`src/rtl/fcs_pkg.sv`:
```
package fcs_pkg;

  typedef enum logic [3:0] {
    OP_NOP  = 4'd0,
    OP_ADD  = 4'd1,
    OP_SUB  = 4'd2,
    OP_MUL  = 4'd3,
    OP_ABS  = 4'd4,
    OP_F2I  = 4'd5,
    OP_I2F  = 4'd6,
    OP_VOUT = 4'd7,
    OP_SIN  = 4'd8,
    OP_COS  = 4'd9,
    OP_GT   = 4'd10,
    OP_EQ   = 4'd11,
    OP_COPY = 4'd12,
    OP_SEL  = 4'd13,
    OP_SGN  = 4'd14,
    OP_RSQ  = 4'd15
  } fcs_op_e;

  typedef struct packed {
    logic nan;
    logic zero;
    logic neg;
  } fcs_class_t;

endpackage

```
`src/rtl/fcs_classify.sv`:
```
module fcs_classify
  import fcs_pkg::*;
#(
  parameter int EXP_W = 8,
  parameter int MAN_W = 23,
  localparam int DATA_W = 1 + EXP_W + MAN_W
) (
  input  logic [DATA_W-1:0] val_i,
  output fcs_class_t        cls_o
);

  logic [EXP_W-1:0] exp_f;
  logic [MAN_W-1:0] man_f;

  assign exp_f = val_i[DATA_W-2 -: EXP_W];
  assign man_f = val_i[MAN_W-1:0];

  always_comb begin
    cls_o.neg  = val_i[DATA_W-1];
    cls_o.nan  = (&exp_f) && (|man_f);
    cls_o.zero = ~|val_i[DATA_W-2:0];
  end

endmodule

```
`src/rtl/fcs_compare.sv`:
```
module fcs_compare
  import fcs_pkg::*;
#(
  parameter int EXP_W = 8,
  parameter int MAN_W = 23,
  localparam int DATA_W = 1 + EXP_W + MAN_W
) (
  input  logic [DATA_W-1:0] a_i,
  input  logic [DATA_W-1:0] b_i,
  input  fcs_class_t        ca_i,
  input  fcs_class_t        cb_i,
  output logic              gt_o,
  output logic              eq_o
);

  logic [DATA_W-2:0] mag_a, mag_b;
  logic              any_nan, both_zero, ord_gt;

  assign mag_a     = a_i[DATA_W-2:0];
  assign mag_b     = b_i[DATA_W-2:0];
  assign any_nan   = ca_i.nan | cb_i.nan;
  assign both_zero = ca_i.zero & cb_i.zero;

  // sign-magnitude ordering; equal zeros never order
  always_comb begin
    unique case ({ca_i.neg, cb_i.neg})
      2'b01:   ord_gt = !both_zero;
      2'b10:   ord_gt = 1'b0;
      2'b00:   ord_gt = mag_a > mag_b;
      default: ord_gt = mag_a < mag_b;
    endcase
  end

  assign gt_o = !any_nan && ord_gt;
  assign eq_o = !any_nan && (both_zero || (a_i == b_i));

endmodule

```
`src/rtl/fcs_sign.sv`:
```
module fcs_sign
  import fcs_pkg::*;
#(
  parameter int EXP_W = 8,
  parameter int MAN_W = 23,
  localparam int DATA_W = 1 + EXP_W + MAN_W
) (
  input  logic [DATA_W-1:0] a_i,
  input  fcs_class_t        cb_i,
  output logic [DATA_W-1:0] abs_o,
  output logic [DATA_W-1:0] xfer_o
);

  logic b_below_zero;

  assign b_below_zero = cb_i.neg && !cb_i.zero && !cb_i.nan;
  assign abs_o        = {1'b0, a_i[DATA_W-2:0]};
  assign xfer_o       = {a_i[DATA_W-1] ^ b_below_zero, a_i[DATA_W-2:0]};

endmodule

```
`src/rtl/fcs_unit.sv`:
```
module fcs_unit
  import fcs_pkg::*;
#(
  parameter int EXP_W = 8,
  parameter int MAN_W = 23,
  parameter logic [EXP_W+MAN_W:0] RSQ_MAGIC = 32'h5F3759DF
) (
  input  logic        clk_i,
  input  logic        rst_ni,
  input  logic        valid_i,
  input  logic [3:0]  op_i,
  input  logic [EXP_W+MAN_W:0] a_i,
  input  logic [EXP_W+MAN_W:0] b_i,
  input  logic [EXP_W+MAN_W:0] flags_i,
  output logic        valid_o,
  output logic [EXP_W+MAN_W:0] result_o,
  output logic        err_o
);

  localparam int DATA_W = 1 + EXP_W + MAN_W;
  localparam logic [DATA_W-1:0] FP_ONE = {2'b00, {(EXP_W-1){1'b1}}, {MAN_W{1'b0}}};

  logic [1:0][DATA_W-1:0] opnd;
  fcs_class_t             cls [2];
  logic                   gt, eq;
  logic [DATA_W-1:0]      abs_v, xfer_v, rsq_v;
  logic [DATA_W-1:0]      res_d;
  logic                   err_d;

  assign opnd[0] = a_i;
  assign opnd[1] = b_i;

  for (genvar g = 0; g < 2; g++) begin : g_cls
    fcs_classify #(.EXP_W(EXP_W), .MAN_W(MAN_W)) i_cls (
      .val_i (opnd[g]),
      .cls_o (cls[g])
    );
  end

  fcs_compare #(.EXP_W(EXP_W), .MAN_W(MAN_W)) i_cmp (
    .a_i  (a_i),
    .b_i  (b_i),
    .ca_i (cls[0]),
    .cb_i (cls[1]),
    .gt_o (gt),
    .eq_o (eq)
  );

  fcs_sign #(.EXP_W(EXP_W), .MAN_W(MAN_W)) i_sgn (
    .a_i    (a_i),
    .cb_i   (cls[1]),
    .abs_o  (abs_v),
    .xfer_o (xfer_v)
  );

  assign rsq_v = RSQ_MAGIC - (a_i >> 1);

  always_comb begin
    res_d = '0;
    err_d = 1'b0;
    case (fcs_op_e'(op_i))
      OP_NOP:  res_d = '0;
      OP_ABS:  res_d = abs_v;
      OP_GT:   res_d = gt ? FP_ONE : '0;
      OP_EQ:   res_d = eq ? FP_ONE : '0;
      OP_COPY: res_d = a_i;
      OP_SEL:  res_d = (|flags_i) ? a_i : b_i;
      OP_SGN:  res_d = xfer_v;
      OP_RSQ:  res_d = rsq_v;
      default: err_d = 1'b1;
    endcase
  end

  always_ff @(posedge clk_i or negedge rst_ni) begin
    if (!rst_ni) begin
      valid_o  <= 1'b0;
      err_o    <= 1'b0;
      result_o <= '0;
    end else begin
      valid_o <= valid_i;
      err_o   <= valid_i && err_d;
      if (valid_i) result_o <= res_d;
    end
  end


  valid_follow_chk: assert property (@(posedge clk_i) disable iff (!rst_ni)
    valid_o == $past(valid_i && rst_ni));


  err_valid_chk: assert property (@(posedge clk_i) disable iff (!rst_ni)
    err_o |-> valid_o);


  err_zero_chk: assert property (@(posedge clk_i) disable iff (!rst_ni)
    err_o |-> (result_o == '0));


  hold_idle_chk: assert property (@(posedge clk_i) disable iff (!rst_ni)
    !valid_i |=> ($stable(result_o) && !err_o));


  cmp_bool_chk: assert property (@(posedge clk_i) disable iff (!rst_ni)
    (valid_o && $past(valid_i && rst_ni && (op_i == OP_GT || op_i == OP_EQ)))
      |-> (result_o == FP_ONE || result_o == '0));


  abs_sign_chk: assert property (@(posedge clk_i) disable iff (!rst_ni)
    (valid_o && $past(valid_i && rst_ni && op_i == OP_ABS)) |-> !result_o[DATA_W-1]);

endmodule

```
`config.mk`:
```
export PLATFORM = sky130hd
export DESIGN_NAME = fcs_unit
export DESIGN_NICKNAME = d
export VERILOG_FILES = /design/src/rtl/fcs_pkg.sv /design/src/rtl/fcs_classify.sv /design/src/rtl/fcs_compare.sv /design/src/rtl/fcs_sign.sv /design/src/rtl/fcs_unit.sv
export SDC_FILE = /design/constraint.sdc
export NUM_CORES = 1
export LEC_CHECK = 0
export CORE_MARGIN = 1
export CORE_UTILIZATION = 48
export CTS_BUF_LIST = sky130_fd_sc_hd__clkbuf_8
export CTS_CLUSTER_DIAMETER = 80
export DETAILED_ROUTE_END_ITERATION = 10
export HOLD_SLACK_MARGIN = 0.06
export PLACE_DENSITY = 0.8
export SYNTH_ARGS = -nofsm -noshare
export SYNTH_HDL_FRONTEND = slang
export SYNTH_HIERARCHICAL = 1
export SYNTH_SLANG_ARGS = --single-unit
```
`constraint.sdc`:
```
create_clock -name clk_i -period 1.4 [get_ports clk_i]
set_clock_uncertainty 0.15 [all_clocks]
set_input_delay 0.14 -clock clk_i [delete_from_list [all_inputs] [get_ports clk_i]]
set_output_delay 0.14 -clock clk_i [all_outputs]
set_load 0.03 [all_outputs]
```
==> impl_metrics.tcl, run 1 <==
set metrics [dict create \
    status "did not finish" \
    lastStage "global routing" \
    tool.error "[ERROR GRT-0232] Routing congestion too high. Check the congestion heatmap in the GUI." \
    die_w_um 103 \
    synth_cell_types 76 \
    placed_area_um2 7440 \
    synth_flop_cell "dfrtp_1" \
    cts_buffers 5 \
    h-tree-depth 2 \
    grt_usage 0.592 \
    start_util 0.498 \
    ys_ff_latch 34 \
    synth_area_per_cell_um2 8.06 \
    fp.dieH_um 103 \
    portBuffers 136 \
    rows 36 \
    gp_routability_congestion 0.959 \
    syn-cell-area_um2 4910 \
    yosys_warnings 6 \
    yosysSeqAreaShare 0.173 \
    grt.overflow.total 2 \
    cts_sinks 34 \
    dp.final_hpwl_mm 15.6 \
    postSynthCellCount 610 \
    postGrtWorstEndpoint "result_o[24]$_DFFE_PN0P_/D" \
    async_flop_share 1.00 \
    grt_max_degree 35 \
    synth_nets 745 \
    clk_path_buf_depth 2 \
    cts.root.buffer_cell "clkbuf_8" \
    synth-edff-count 0 \
    holdBufCountCts 0 \
    ios 137 \
    worst-ep-kind "register data pin" \
]
[routing by layer]
layer | GRT overflow | track usage
met5 | 0 | 0.0721
met4 | 2 | 0.547
met3 | 0 | 0.356
met2 | 0 | 0.827
met1 | 0 | 0.610
[what timing repair did]
action	in CTS
setup endpoints to repair	57
setup buffers	37
gates cloned	2
pin swaps	80
resized for setup	409
[through the flow]
step           cells  setup WS (ns)
2_1_floorplan    610          -1.24
3_3_place_gp     950          -2.15
3_5_place_dp     950          -2.31
4_1_cts          997          -1.53
[Yosys cell counts (6+ instances only)]
master    count  area share
a221oi_1      7       0.012
mux2i_1      38       0.077
nor3_1       10       0.010
a22oi_1       8       0.012
dfrtp_1      34        0.17
o22ai_1       6      0.0076
nand3_1      12       0.012
xor2_1        9       0.016
xnor2_1      10       0.018
clkbuf_1     13      0.0099
buf_4        66        0.10
nor2b_1       6      0.0076
o21ai_0      24       0.024
buf_2         8      0.0081
o211ai_1      8       0.012
nor2_1       32       0.024
o221ai_1     12       0.021
a222oi_1     11       0.022
a31oi_1      10       0.013
a21oi_1      35       0.036
nor4_1       21       0.027
ha_1         32       0.081
nand4_1      13       0.017
a221o_1      13       0.026
inv_1        34       0.026
nand2_1      46       0.035
mux2_2        6       0.014
[logic make-up after synthesis]
| group | count (synthesis) | synth area share |
|---|---|---|
| adders and majority gates | 32 | 0.0815 |
| other | 1 | 0.000763 |
| muxes | 44 | 0.0911 |
| DFF | 34 | 0.173 |
| xor gates and xnor gates | 19 | 0.0339 |
| and+or+nand+nor | 183 | 0.204 |
| AOI/OAI and AO/OA | 170 | 0.258 |
| buffers and inverters | 127 | 0.158 |
==> run 2: changes to the inputs <==
--- a/config.mk
+++ b/config.mk
@@ -6,12 +6,9 @@
 export NUM_CORES = 1
 export LEC_CHECK = 0
 export CORE_MARGIN = 1
-export CORE_UTILIZATION = 48
-export CTS_BUF_LIST = sky130_fd_sc_hd__clkbuf_8
-export CTS_CLUSTER_DIAMETER = 80
+export CORE_UTILIZATION = 33
 export DETAILED_ROUTE_END_ITERATION = 10
-export HOLD_SLACK_MARGIN = 0.06
-export PLACE_DENSITY = 0.8
+export PLACE_DENSITY_LB_ADDON = 0.15
 export SYNTH_ARGS = -nofsm -noshare
 export SYNTH_HDL_FRONTEND = slang
 export SYNTH_HIERARCHICAL = 1
==> run 2 against run 1 <==
Effect of this change: the flow now finishes, with violations (negative setup slack); area after synthesis unchanged; synthesized cell count is the same.
==> impl_metrics.tcl, run 2 <==
set metrics [dict create \
    cts.root.buffer_cell "clkbuf_16" \
    synth-xor-area-share 0.0339 \
    regArea_um2 851 \
    cp-start-kind "input pin" \
    leakage_nw 3.85 \
    die_w_um 124 \
    fin_ws_ns -1.42 \
    cp.arrival_ns 2.88 \
    postSynthCellCount 610 \
    die_area_um2 15400 \
    synth.most_common_cell "buf_4" \
    ant_nets 0 \
    setup_violations 32 \
    clock_latency_ns 0.29 \
    clk_path_buf_depth 2 \
    synth_area_per_cell_um2 8.06 \
    grt_pass1_wl_mm 33.2 \
    portBuffers 136 \
    final_cell_mix "buf_4 (164), buf_6 (59), nand2_1 (42), dfrtp_1 (34)" \
    antenna_found_initial 0 \
    synth.mux.area_fraction 0.0911 \
    post-route-period-util 2.02 \
    fmax_ghz 0.354 \
    synthSimpleGateAreaFrac 0.204 \
    largest_register_ffs 32 \
    critPathMaxFanout 6 \
    synth-edff-count 0 \
    first_pass_iters 8 \
    rsz0062_at_grt "yes" \
    syn2layout_area_growth_pct 82.2 \
    cts_sinks 34 \
    path_clk_slew_ns 0.06 \
    routed_wl_mm 22.4 \
    start_util 0.338 \
    place_ws_ns -2.33 \
    first_iter_violations 699 \
    drc 0 \
    status "finished with violations" \
    routedWlPerCell_um 21.1 \
    dp.final_hpwl_mm 16.0 \
    postLayoutCellArea_um2 8950 \
    yosysTopAreaCell "dfrtp_1" \
    placed_area_um2 7570 \
    diodes 0 \
    yosys_warnings 6 \
    final_common_cell "buf_4" \
    core_um2 14500 \
    powerDensity_nw_per_um2 502 \
    hold_viol 0 \
    fp.dieH_um 124 \
    yosysSeqAreaShare 0.173 \
    viasPerCell 5.73 \
    gp_routability_congestion 0.918 \
    async_flop_share 1.00 \
    hold_path_depth 3 \
    ios 137 \
    cts_buffers 5 \
    fillers 1240 \
    cts_tree "built" \
    synth_compound_area_frac 0.258 \
    synth_cell_types 76 \
    grt_max_degree 35 \
    synth_nets 745 \
    cap_violations 0 \
    synth_fa_ha_area_frac 0.0815 \
    violations "negative setup slack" \
    hp-class "input pin to flop" \
    top_register "result_o" \
    grt.overflow.total 0 \
    post-route-util 0.616 \
    fin_cells 1059 \
    h-tree-depth 2 \
    synthTopCellsByCount "buf_4 (66), nand2_1 (46), mux2i_1 (38), a21oi_1 (35)" \
    rows 44 \
    top_regs "result_o: 32 flops, err_o: 1 flops, valid_o: 1 flops" \
    post-route-min-period_ns 2.82 \
    synth_top_family_by_area "compound AO/OA/AOI/OAI gates" \
    required_ns 1.46 \
    drv_slew 0 \
    syn-cell-area_um2 4910 \
    r2r_setup_slack_ns 0.11 \
    tns_ns -18.32 \
    ys_ff_latch 34 \
    r2r_cells 5 \
    endpoint_kind "flop" \
    ys_top_cells_by_area "dfrtp_1 (17%), buf_4 (10%), ha_1 (8.1%)" \
    synth.top_cell.area_share 0.173 \
    ir_drop_uv 410 \
    grt_pass1_vias 6222 \
    dp_cells 997 \
    vias 6065 \
    drive_above_1_share 0.543 \
    synth_flop_cell "dfrtp_1" \
    fin_nets 1011 \
    grt_usage 0.291 \
    multi_input_area_um2 4250 \
    crit_type "input pin to flop" \
]
[run 2: cell counts after synthesis]
Identical to the previous run, type by type.
[run 2: area by class of cell]
| cell class | instances | area share |
|---|---|---|
| multi-input cells | 450 | 0.474 |
| repair buffers | 351 | 0.372 |
| flip-flops and latches | 34 | 0.0950 |
| well taps | 184 | 0.0257 |
| inverters | 34 | 0.0171 |
| clock buffers | 6 | 0.0155 |
[run 2: cells by family after synthesis]
logic type | Yosys count
buffers and inverters | 127
and+or+nand+nor | 183
DFF | 34
adders and majority gates | 32
AOI/OAI and AO/OA | 170
other | 1
xor gates and xnor gates | 19
muxes | 44
[run 2: metal layers]
layer | track usage | vias up | part of all wire
li1 | - | 2796 | -
met1 | 0.373 | 2915 | 0.42
met2 | 0.486 | 313 | 0.47
met3 | 0.0485 | 41 | 0.081
met4 | 0.112 | 0 | 0.029
met5 | 0 | - | 0
[run 2: per-stage QoR]
stage	power (mW)	hold WS (ns)
finish	4.49	0.109
global route	4.69	0.152
CTS	4.37	0.137
detailed placement	3.02	-0.0193
global placement	2.99	-0.0233
floorplan	1.99	-0.306
[run 2: repair_timing]
| action | in CTS | in global routing |
|---|---|---|
| pin swaps | 85 | 58 |
| endpoints found under the setup margin | 48 | 32 |
| cloned | 3 | 1 |
| hold buffers | 1 | 0 |
| gates resized for setup | 455 | 105 |
| hold endpoints to repair | 34 | 0 |
| buffers inserted | 41 | 12 |
[run 2: worst max-delay path, stage by stage]
cell,delay (ns)
buf_6,0.10
ha_4,0.23
and2_4,0.15
a221o_1,0.32
a22oi_2,0.25
nand3_2,0.20
o31a_1,0.37
a211oi_2,0.19
mux2_4,0.17
nand3b_1,0.22
buf_4,0.24
o211ai_1,0.08
a211oi_1,0.08
a21oi_1,0.15
[run 2: worst paths after layout]
| kind | endpoint | startpoint |
|---|---|---|
| max | result_o[24]$_DFFE_PN0P_ | a_i[18] |
| min | result_o[1]$_DFFE_PN0P_ | b_i[1] |
| max reg2reg | result_o[16]$_DFFE_PN0P_ | result_o[16]$_DFFE_PN0P_ |
| min reg2reg | result_o[15]$_DFFE_PN0P_ | result_o[15]$_DFFE_PN0P_ |
| max in group asynchronous | result_o[19]$_DFFE_PN0P_ | rst_ni |
| min in group asynchronous | result_o[12]$_DFFE_PN0P_ | rst_ni |
[run 2: power breakdown]
part | internal [mW] | total, mW | leakage (nW) | switching, mW
registers | 1.03 | 1.08 | 0.464 | 0.0426
clock network | 0.690 | 1.15 | 0.0688 | 0.463
logic | 1.15 | 2.26 | 3.32 | 1.11
(Power assumes the default switching activity.)
